`config.mk`:
```
export PLATFORM = sky130hd
export DESIGN_NAME = sync_wave_bank
export DESIGN_NICKNAME = d
export VERILOG_FILES = /design/src/rtl/sync_wave_pkg.sv /design/src/rtl/swb_cfg_regs.sv /design/src/rtl/swb_src_mux.sv /design/src/rtl/swb_wave_counter.sv /design/src/rtl/sync_wave_bank.sv
export SDC_FILE = /design/constraint.sdc
export NUM_CORES = 1
export LEC_CHECK = 0
export ABC_AREA = 1
export BUFFER_PORTS_ARGS = -buffer_cell sky130_fd_sc_hd__buf_2
export CORE_ASPECT_RATIO = 1.5
export CORE_MARGIN = 2
export CORE_UTILIZATION = 60
export DETAILED_ROUTE_END_ITERATION = 12
export GPL_ROUTABILITY_DRIVEN = 1
export PLACE_DENSITY = 0.74
export SYNTH_ARGS = -nofsm -noshare
export SYNTH_HDL_FRONTEND = slang
export SYNTH_SLANG_ARGS = --single-unit
```
`constraint.sdc`:
```
create_clock -name clk -period 5.93 [get_ports clk]
set_clock_uncertainty 0.1 [all_clocks]
set_input_delay 1.4825 -clock clk [delete_from_list [all_inputs] [get_ports clk]]
set_output_delay 1.4825 -clock clk [all_outputs]
set_load 0.02 [all_outputs]
```
`src/rtl/sync_wave_pkg.sv`:
```
package sync_wave_pkg;
  localparam int CNT_W  = 12;
  localparam int EDGE_W = 10;
  localparam int SRC_W  = 4;
  localparam int DATA_W = 32;
  localparam int POS_W  = EDGE_W + 1;

  typedef enum logic [1:0] {
    PH_DELAY = 2'd0,
    PH_RUN   = 2'd1,
    PH_STOP  = 2'd2
  } phase_e;

  typedef struct packed {
    logic [CNT_W-1:0]  run_len;
    logic [CNT_W-1:0]  delay;
    logic [CNT_W-1:0]  reps;
    logic [SRC_W-1:0]  run_sel;
    logic [SRC_W-1:0]  delay_sel;
    logic [SRC_W-1:0]  clr_sel;
    logic [SRC_W-1:0]  trig_sel;
    logic              shape_en;
    logic [EDGE_W-1:0] rise_pos;
    logic [EDGE_W-1:0] fall_pos;
  } gen_cfg_t;
endpackage

```
`src/rtl/swb_cfg_regs.sv`:
```
module swb_cfg_regs
  import sync_wave_pkg::*;
#(
  parameter int NUM_GEN = 5,
  parameter int ADDR_W  = 5
) (
  input  logic              clk,
  input  logic              rst_n,
  input  logic              enable,
  input  logic              wr_en,
  input  logic [ADDR_W-1:0] wr_addr,
  input  logic [DATA_W-1:0] wr_data,
  output gen_cfg_t          cfg_o [NUM_GEN],
  output logic [NUM_GEN-1:0] inv_o
);
  localparam int IDX_W = ADDR_W - 2;

  gen_cfg_t           cfg_q [NUM_GEN];
  logic [NUM_GEN-1:0] inv_q;
  logic               wr_ok;
  logic [1:0]         word;
  logic [IDX_W-1:0]   idx;
  logic               unused_bits;

  assign wr_ok       = wr_en && !enable;
  assign word        = wr_addr[1:0];
  assign idx         = wr_addr[ADDR_W-1:2];
  assign unused_bits = ^wr_data[30:28];

  always_ff @(posedge clk or negedge rst_n) begin
    if (!rst_n) begin
      for (int g = 0; g < NUM_GEN; g++) cfg_q[g] <= '0;
      inv_q <= '0;
    end else if (wr_ok) begin
      if (word == 2'd3) inv_q <= wr_data[NUM_GEN-1:0];
      for (int g = 0; g < NUM_GEN; g++) begin
        if (idx == IDX_W'(g)) begin
          case (word)
            2'd0: begin
              cfg_q[g].run_len <= wr_data[CNT_W-1:0];
              cfg_q[g].delay   <= wr_data[16 +: CNT_W];
            end
            2'd1: begin
              cfg_q[g].reps      <= wr_data[CNT_W-1:0];
              cfg_q[g].run_sel   <= wr_data[12 +: SRC_W];
              cfg_q[g].delay_sel <= wr_data[16 +: SRC_W];
              cfg_q[g].clr_sel   <= wr_data[20 +: SRC_W];
              cfg_q[g].trig_sel  <= wr_data[24 +: SRC_W];
              cfg_q[g].shape_en  <= wr_data[31];
            end
            2'd2: begin
              cfg_q[g].rise_pos <= wr_data[EDGE_W-1:0];
              cfg_q[g].fall_pos <= wr_data[16 +: EDGE_W];
            end
            default: ;
          endcase
        end
      end
    end
  end

  assign cfg_o = cfg_q;
  assign inv_o = inv_q;

  assert_cfg_frozen_R8: assert property (@(posedge clk) disable iff (!rst_n)
    enable |=> ($stable(inv_q) && $stable(cfg_q[0]) && $stable(cfg_q[NUM_GEN-1])));
endmodule

```
`src/rtl/swb_src_mux.sv`:
```
module swb_src_mux
  import sync_wave_pkg::*;
#(
  parameter int NUM_GEN = 5
) (
  input  logic [SRC_W-1:0]   sel,
  input  logic               pix_tick,
  input  logic [NUM_GEN-1:0] pulses,
  output logic               tick
);
  always_comb begin
    tick = 1'b0;
    if (sel == SRC_W'(1)) tick = pix_tick;
    for (int k = 0; k < NUM_GEN; k++) begin
      if (sel == SRC_W'(k + 2)) tick = pulses[k];
    end
  end
endmodule

```
`src/rtl/swb_wave_counter.sv`:
```
module swb_wave_counter
  import sync_wave_pkg::*;
(
  input  logic              clk,
  input  logic              rst_n,
  input  logic              enable,
  input  logic [CNT_W-1:0]  run_len,
  input  logic [CNT_W-1:0]  delay,
  input  logic [CNT_W-1:0]  reps,
  input  logic [EDGE_W-1:0] rise_pos,
  input  logic [EDGE_W-1:0] fall_pos,
  input  logic              run_tick,
  input  logic              delay_tick,
  input  logic              clr_tick,
  input  logic              trig_tick,
  output logic              pulse_o,
  output logic              level_o
);
  localparam logic [POS_W-1:0] POS_SAT = POS_W'(1) << EDGE_W;

  phase_e           phase_q;
  logic [CNT_W-1:0] run_cnt_q;
  logic [CNT_W-1:0] dly_cnt_q;
  logic [CNT_W-1:0] rep_cnt_q;
  logic             pulse_q;
  logic [POS_W-1:0] pos_q;
  logic             period_end;
  logic             last_rep;

  assign period_end = (phase_q == PH_RUN) && run_tick && (run_cnt_q == run_len);
  assign last_rep   = (reps != '0) && (({1'b0, rep_cnt_q} + 1'b1) == {1'b0, reps});

  always_ff @(posedge clk or negedge rst_n) begin
    if (!rst_n) begin
      phase_q   <= PH_DELAY;
      run_cnt_q <= '0;
      dly_cnt_q <= '0;
      rep_cnt_q <= '0;
      pulse_q   <= 1'b0;
    end else if (!enable) begin
      phase_q   <= PH_DELAY;
      run_cnt_q <= '0;
      dly_cnt_q <= '0;
      rep_cnt_q <= '0;
      pulse_q   <= 1'b0;
    end else begin
      pulse_q <= period_end;
      case (phase_q)
        PH_DELAY: begin
          if (dly_cnt_q == delay) begin
            phase_q   <= PH_RUN;
            run_cnt_q <= '0;
          end else if (delay_tick) begin
            dly_cnt_q <= dly_cnt_q + 1'b1;
          end
        end
        PH_RUN: begin
          if (run_tick) begin
            if (run_cnt_q == run_len) begin
              run_cnt_q <= '0;
              if (reps != '0) rep_cnt_q <= rep_cnt_q + 1'b1;
              if (last_rep) phase_q <= PH_STOP;
            end else begin
              run_cnt_q <= run_cnt_q + 1'b1;
            end
          end
        end
        PH_STOP: begin
          if (clr_tick) begin
            phase_q   <= PH_DELAY;
            dly_cnt_q <= '0;
            rep_cnt_q <= '0;
            run_cnt_q <= '0;
          end
        end
        default: phase_q <= PH_DELAY;
      endcase
    end
  end

  // Edge position in half-pixel units since the last period end.
  always_ff @(posedge clk or negedge rst_n) begin
    if (!rst_n)                          pos_q <= POS_SAT;
    else if (!enable)                    pos_q <= POS_SAT;
    else if (period_end)                 pos_q <= '0;
    else if (trig_tick && pos_q < POS_SAT) pos_q <= pos_q + POS_W'(2);
  end

  assign pulse_o = pulse_q;
  assign level_o = (pos_q >= {1'b0, rise_pos}) && (pos_q < {1'b0, fall_pos});

  assert_run_bound_R2: assert property (@(posedge clk) disable iff (!rst_n)
    (phase_q == PH_RUN) |-> (run_cnt_q <= run_len));

  assert_pulse_origin_R2: assert property (@(posedge clk) disable iff (!rst_n)
    pulse_q |-> ($past(phase_q) == PH_RUN));

  assert_repeat_cap_R4: assert property (@(posedge clk) disable iff (!rst_n)
    (reps != '0) |-> (rep_cnt_q <= reps));

  assert_stop_hold_R5: assert property (@(posedge clk) disable iff (!rst_n)
    (enable && phase_q == PH_STOP && !clr_tick) |=> (phase_q == PH_STOP));

  assert_disable_hold_R9: assert property (@(posedge clk) disable iff (!rst_n)
    !enable |=> (phase_q == PH_DELAY && !pulse_q));
endmodule

```
`src/rtl/sync_wave_bank.sv`:
```
module sync_wave_bank
  import sync_wave_pkg::*;
#(
  parameter int NUM_GEN = 5,
  localparam int ADDR_W = $clog2(NUM_GEN) + 2
) (
  input  logic               clk,
  input  logic               rst_n,
  input  logic               enable,
  input  logic               pix_tick,
  input  logic               cfg_wr_en,
  input  logic [ADDR_W-1:0]  cfg_wr_addr,
  input  logic [31:0]        cfg_wr_data,
  output logic [NUM_GEN-1:0] wave_o
);
  gen_cfg_t           cfg [NUM_GEN];
  logic [NUM_GEN-1:0] inv;
  logic [NUM_GEN-1:0] pulse;
  logic [NUM_GEN-1:0] level;

  swb_cfg_regs #(.NUM_GEN(NUM_GEN), .ADDR_W(ADDR_W)) u_regs (
    .clk     (clk),
    .rst_n   (rst_n),
    .enable  (enable),
    .wr_en   (cfg_wr_en),
    .wr_addr (cfg_wr_addr),
    .wr_data (cfg_wr_data),
    .cfg_o   (cfg),
    .inv_o   (inv)
  );

  for (genvar g = 0; g < NUM_GEN; g++) begin : g_gen
    logic run_tick, delay_tick, clr_tick, trig_tick;

    swb_src_mux #(.NUM_GEN(NUM_GEN)) u_run_mux (
      .sel(cfg[g].run_sel), .pix_tick(pix_tick), .pulses(pulse), .tick(run_tick));
    swb_src_mux #(.NUM_GEN(NUM_GEN)) u_dly_mux (
      .sel(cfg[g].delay_sel), .pix_tick(pix_tick), .pulses(pulse), .tick(delay_tick));
    swb_src_mux #(.NUM_GEN(NUM_GEN)) u_clr_mux (
      .sel(cfg[g].clr_sel), .pix_tick(pix_tick), .pulses(pulse), .tick(clr_tick));
    swb_src_mux #(.NUM_GEN(NUM_GEN)) u_trg_mux (
      .sel(cfg[g].trig_sel), .pix_tick(pix_tick), .pulses(pulse), .tick(trig_tick));

    swb_wave_counter u_cnt (
      .clk        (clk),
      .rst_n      (rst_n),
      .enable     (enable),
      .run_len    (cfg[g].run_len),
      .delay      (cfg[g].delay),
      .reps       (cfg[g].reps),
      .rise_pos   (cfg[g].rise_pos),
      .fall_pos   (cfg[g].fall_pos),
      .run_tick   (run_tick),
      .delay_tick (delay_tick),
      .clr_tick   (clr_tick),
      .trig_tick  (trig_tick),
      .pulse_o    (pulse[g]),
      .level_o    (level[g])
    );

    assign wave_o[g] = (cfg[g].shape_en ? level[g] : pulse[g]) ^ inv[g];
  end
endmodule

```
==> impl_metrics.toml <==
[sta]
rsz0062_at_grt = "false"
setup_violations = 0
tns_ns = 0
timing.final.ws_setup_ns = 1.63
hold_viol_final = 0
tightestPinTransition_ns = 1.20
period_share_pct = 72.5
fmax_ghz = 0.233
relSlewSlack_pct = 20.2
fin_crit_ns = 4.30
drv_slew = 0

[cts]
htreeDepth = 2
ctsHoldBuffers = 0
clock_path_buffers = 3
clk_pin_slew_ns = 0.07
cts_buffers = 60
postCtsSetupBuffers = 0
cts_tree = "yes"
post_cts_resized = 0
clockRootBuffer = "clkbuf_16"
clk-insertion-delay-late_ns = 0.64
cts.sinks = 615

[yosys]
synth-async-reset-ratio_pct = 100
yosys_warnings = 0
ys_ff_latch = 615
syn_area_um2 = 34700
synth_nets = 4650
ys.flop_type = "dfrtp_1"
synth_edf_count = 0
synth_cells = 4498
synth_seq_area_share_pct = 44.4
ys_types = 64
synth_area_per_cell_um2 = 7.72

[floorplan]
core_um2 = 57600
pin_count = 47
initial_core_util_pct = 60.3
die_h_um = 299
dieArea_um2 = 59800
rows = 108
die_width_um = 200

[routing]
viasPerCell = 5.62
wl_per_cell_um = 17.4
first_pass_iters = 6
num_vias = 29653
drc = 0
antenna_left = 0
wl_um = 91900
drt-initial-drc-count = 2108

[setup_path]
endpoint_kind = "output port"
criticalPathCategory = "register to output port"
worstPathArrival_ns = 2.72
worstPathRequired_ns = 4.35
start_kind = "register"
cp_max_fo = 5

[job]
drv_cap = 0

[global_routing]
antenna_found_initial = 4
grt_max_degree = 106
grt_pass1_vias = 28317
grt_pass1_wl_um = 148000
track_usage_pct = 30.9
grt-ovfl-total = 0

[placed_design]
dpl.hpwl_um = 60400
gp_congestion = 0.902
portBuffers = 43
placedCellCount = 5166
preCtsSetupSlack_ns = 1.48

[power_and_ir_drop]
vdd_drop_max_uv = 241
leakage_uw = 0.0174
powerDensity_nw_per_um2 = 320

[cells_and_area]
stdcell_count = 5280
finalNetCount = 4610
utilization_pct = 65.2
areaGrowthSynthToFinish_pct = 8.14
fillers = 5001
drive_gt1_share_pct = 7.14

[hold_path]
holdCritPathClass = "register to register"

[outcome]
status = "completed"
==> final timing paths <==
check / startpoint / endpoint / slack (ns) / cells past startpoint
worst max-delay path: g_gen[4].u_cnt.pos_q[4] / wave_o[4] / 1.63 / 9
worst min-delay path: u_regs.cfg_o[32] / u_regs.cfg_o[32] / 0.38 / 2
worst max register to register: g_gen[2].u_cnt.run_cnt_q[6] / g_gen[2].u_cnt.rep_cnt_q[0] / 2.86 / 9
worst min register to register: u_regs.cfg_o[32] / u_regs.cfg_o[32] / 0.38 / 2
max in group asynchronous: rst_n / g_gen[0].u_cnt.rep_cnt_q[2] / 3.57 / 2
min in group asynchronous: rst_n / u_regs.cfg_o[16] / 0.77 / 1
==> logic make-up (layout without fill, tap and decap cells) <==
family	count (synthesis)	count (layout)	share of synthesized area (%)
buffers and inverters	649	660	7.59
adder cells (fa/ha/maj)	110	110	3.97
XOR/XNOR	188	188	4.74
AO/OA/AOI/OAI	763	763	12.0
AND/OR/NAND/NOR	2173	2173	27.4
flip-flops	615	615	44.4
other	0	1	0
==> critical path, cell delays in order (launching register included) <==
cell and delay [ns]:
dfrtp_1 0.45, ha_1 0.33, a21oi_1 0.14, o21ai_0 0.10, a221oi_1 0.43, nand3_1 0.16, nand2_1 0.09, nand2_1 0.05
nand2_1 0.11, buf_2 0.20
==> synth_stat cells, types with 11 or more instances <==
| library cell | count | area, um^2 |
|---|---|---|
| buf_4 | 12 | 90.1 |
| nand4_1 | 110 | 688 |
| xor2_1 | 97 | 850 |
| a21oi_1 | 90 | 450 |
| nor3b_1 | 11 | 82.6 |
| nand3_1 | 284 | 1420 |
| or2_2 | 34 | 213 |
| inv_1 | 445 | 1670 |
| nor4_1 | 11 | 68.8 |
| o211ai_1 | 12 | 90.1 |
| ha_1 | 110 | 1380 |
| xnor2_1 | 91 | 797 |
| nand2_1 | 1193 | 4480 |
| inv_2 | 27 | 101 |
| dfrtp_1 | 610 | 15300 |
| o22ai_1 | 19 | 119 |
| nand2_2 | 13 | 81.3 |
| o21ai_2 | 19 | 166 |
| o21ai_0 | 492 | 2460 |
| clkbuf_1 | 84 | 315 |
| o21ai_1 | 73 | 365 |
| nor2_1 | 338 | 1270 |
| nand3b_1 | 16 | 120 |
| buf_2 | 54 | 270 |
| nor3_1 | 107 | 536 |
==> through the flow <==
stage | area (um^2) | total power (uW) | hold slack (ns)
5_1_grt | 37500 | 12600 | 0.404
3_3_place_gp | 35400 | 7710 | 0.359
2_1_floorplan | 34700 | 7100 | 0.344
4_1_cts | 37500 | 12000 | 0.381
6_report | 37500 | 12000 | 0.375
3_5_place_dp | 35400 | 7790 | 0.365
==> final cells by class <==
class                      count  area [um^2]  area share [%]
multi-input combinational   3234        16700            44.4
sequential                   615        15400            41.0
timing repair buffer          75          543            1.45
antenna                        1         2.50         0.00667
clock inverter                28          452            1.20
tap                          770          963            2.57
inverter                     472         1770            4.72
clock buffer                  85         1730            4.60
==> cells in the final DEF, fill, tap and decap left out, drive strengths merged, types with 4 or more instances in the layout <==
cell        n
nand2    1206
dfrtp     610
o21ai     585
inv       474
nor2      353
nand3     292
nor3      114
nand4     113
ha        110
xor2       97
a21oi      92
xnor2      91
clkbuf     85
buf        75
or2        39
o22ai      19
nand3b     17
clkinv     14
nor4       14
nor3b      13
o211ai     12
bufinv     12
o21bai     11
and3        9
a221oi      5
o2111ai     5
o221ai      5
a31o        5
o21a        5
dfstp       5
o311ai      5
a211oi      4
a22oi       4
==> metal layers <==
layer / track usage, % / part of all wire [%]
met3: 3.52 / 4.9
met1: 37.6 / 40
met4: 14.8 / 4.9
met5: 0 / 0
met2: 54.8 / 50
==> registers in the layout, summed over array words and instances (netlist names) <==
register               flops
u_regs.inv_o               5
g_gen.u_cnt.dly_cnt_q     60
g_gen.u_cnt.phase_q       10
g_gen.u_cnt.pulse_o        5
g_gen.u_cnt.pos_q         50
g_gen.u_cnt.rep_cnt_q     60
u_regs.cfg_o             365
g_gen.u_cnt.run_cnt_q     60
==> power by group <==
part	switching (uW)	internal (uW)
Combinational	1780	838
Clock	1720	2550
Sequential	457	4660
Total	3950	8050
Power figures use the tool's default switching activity.
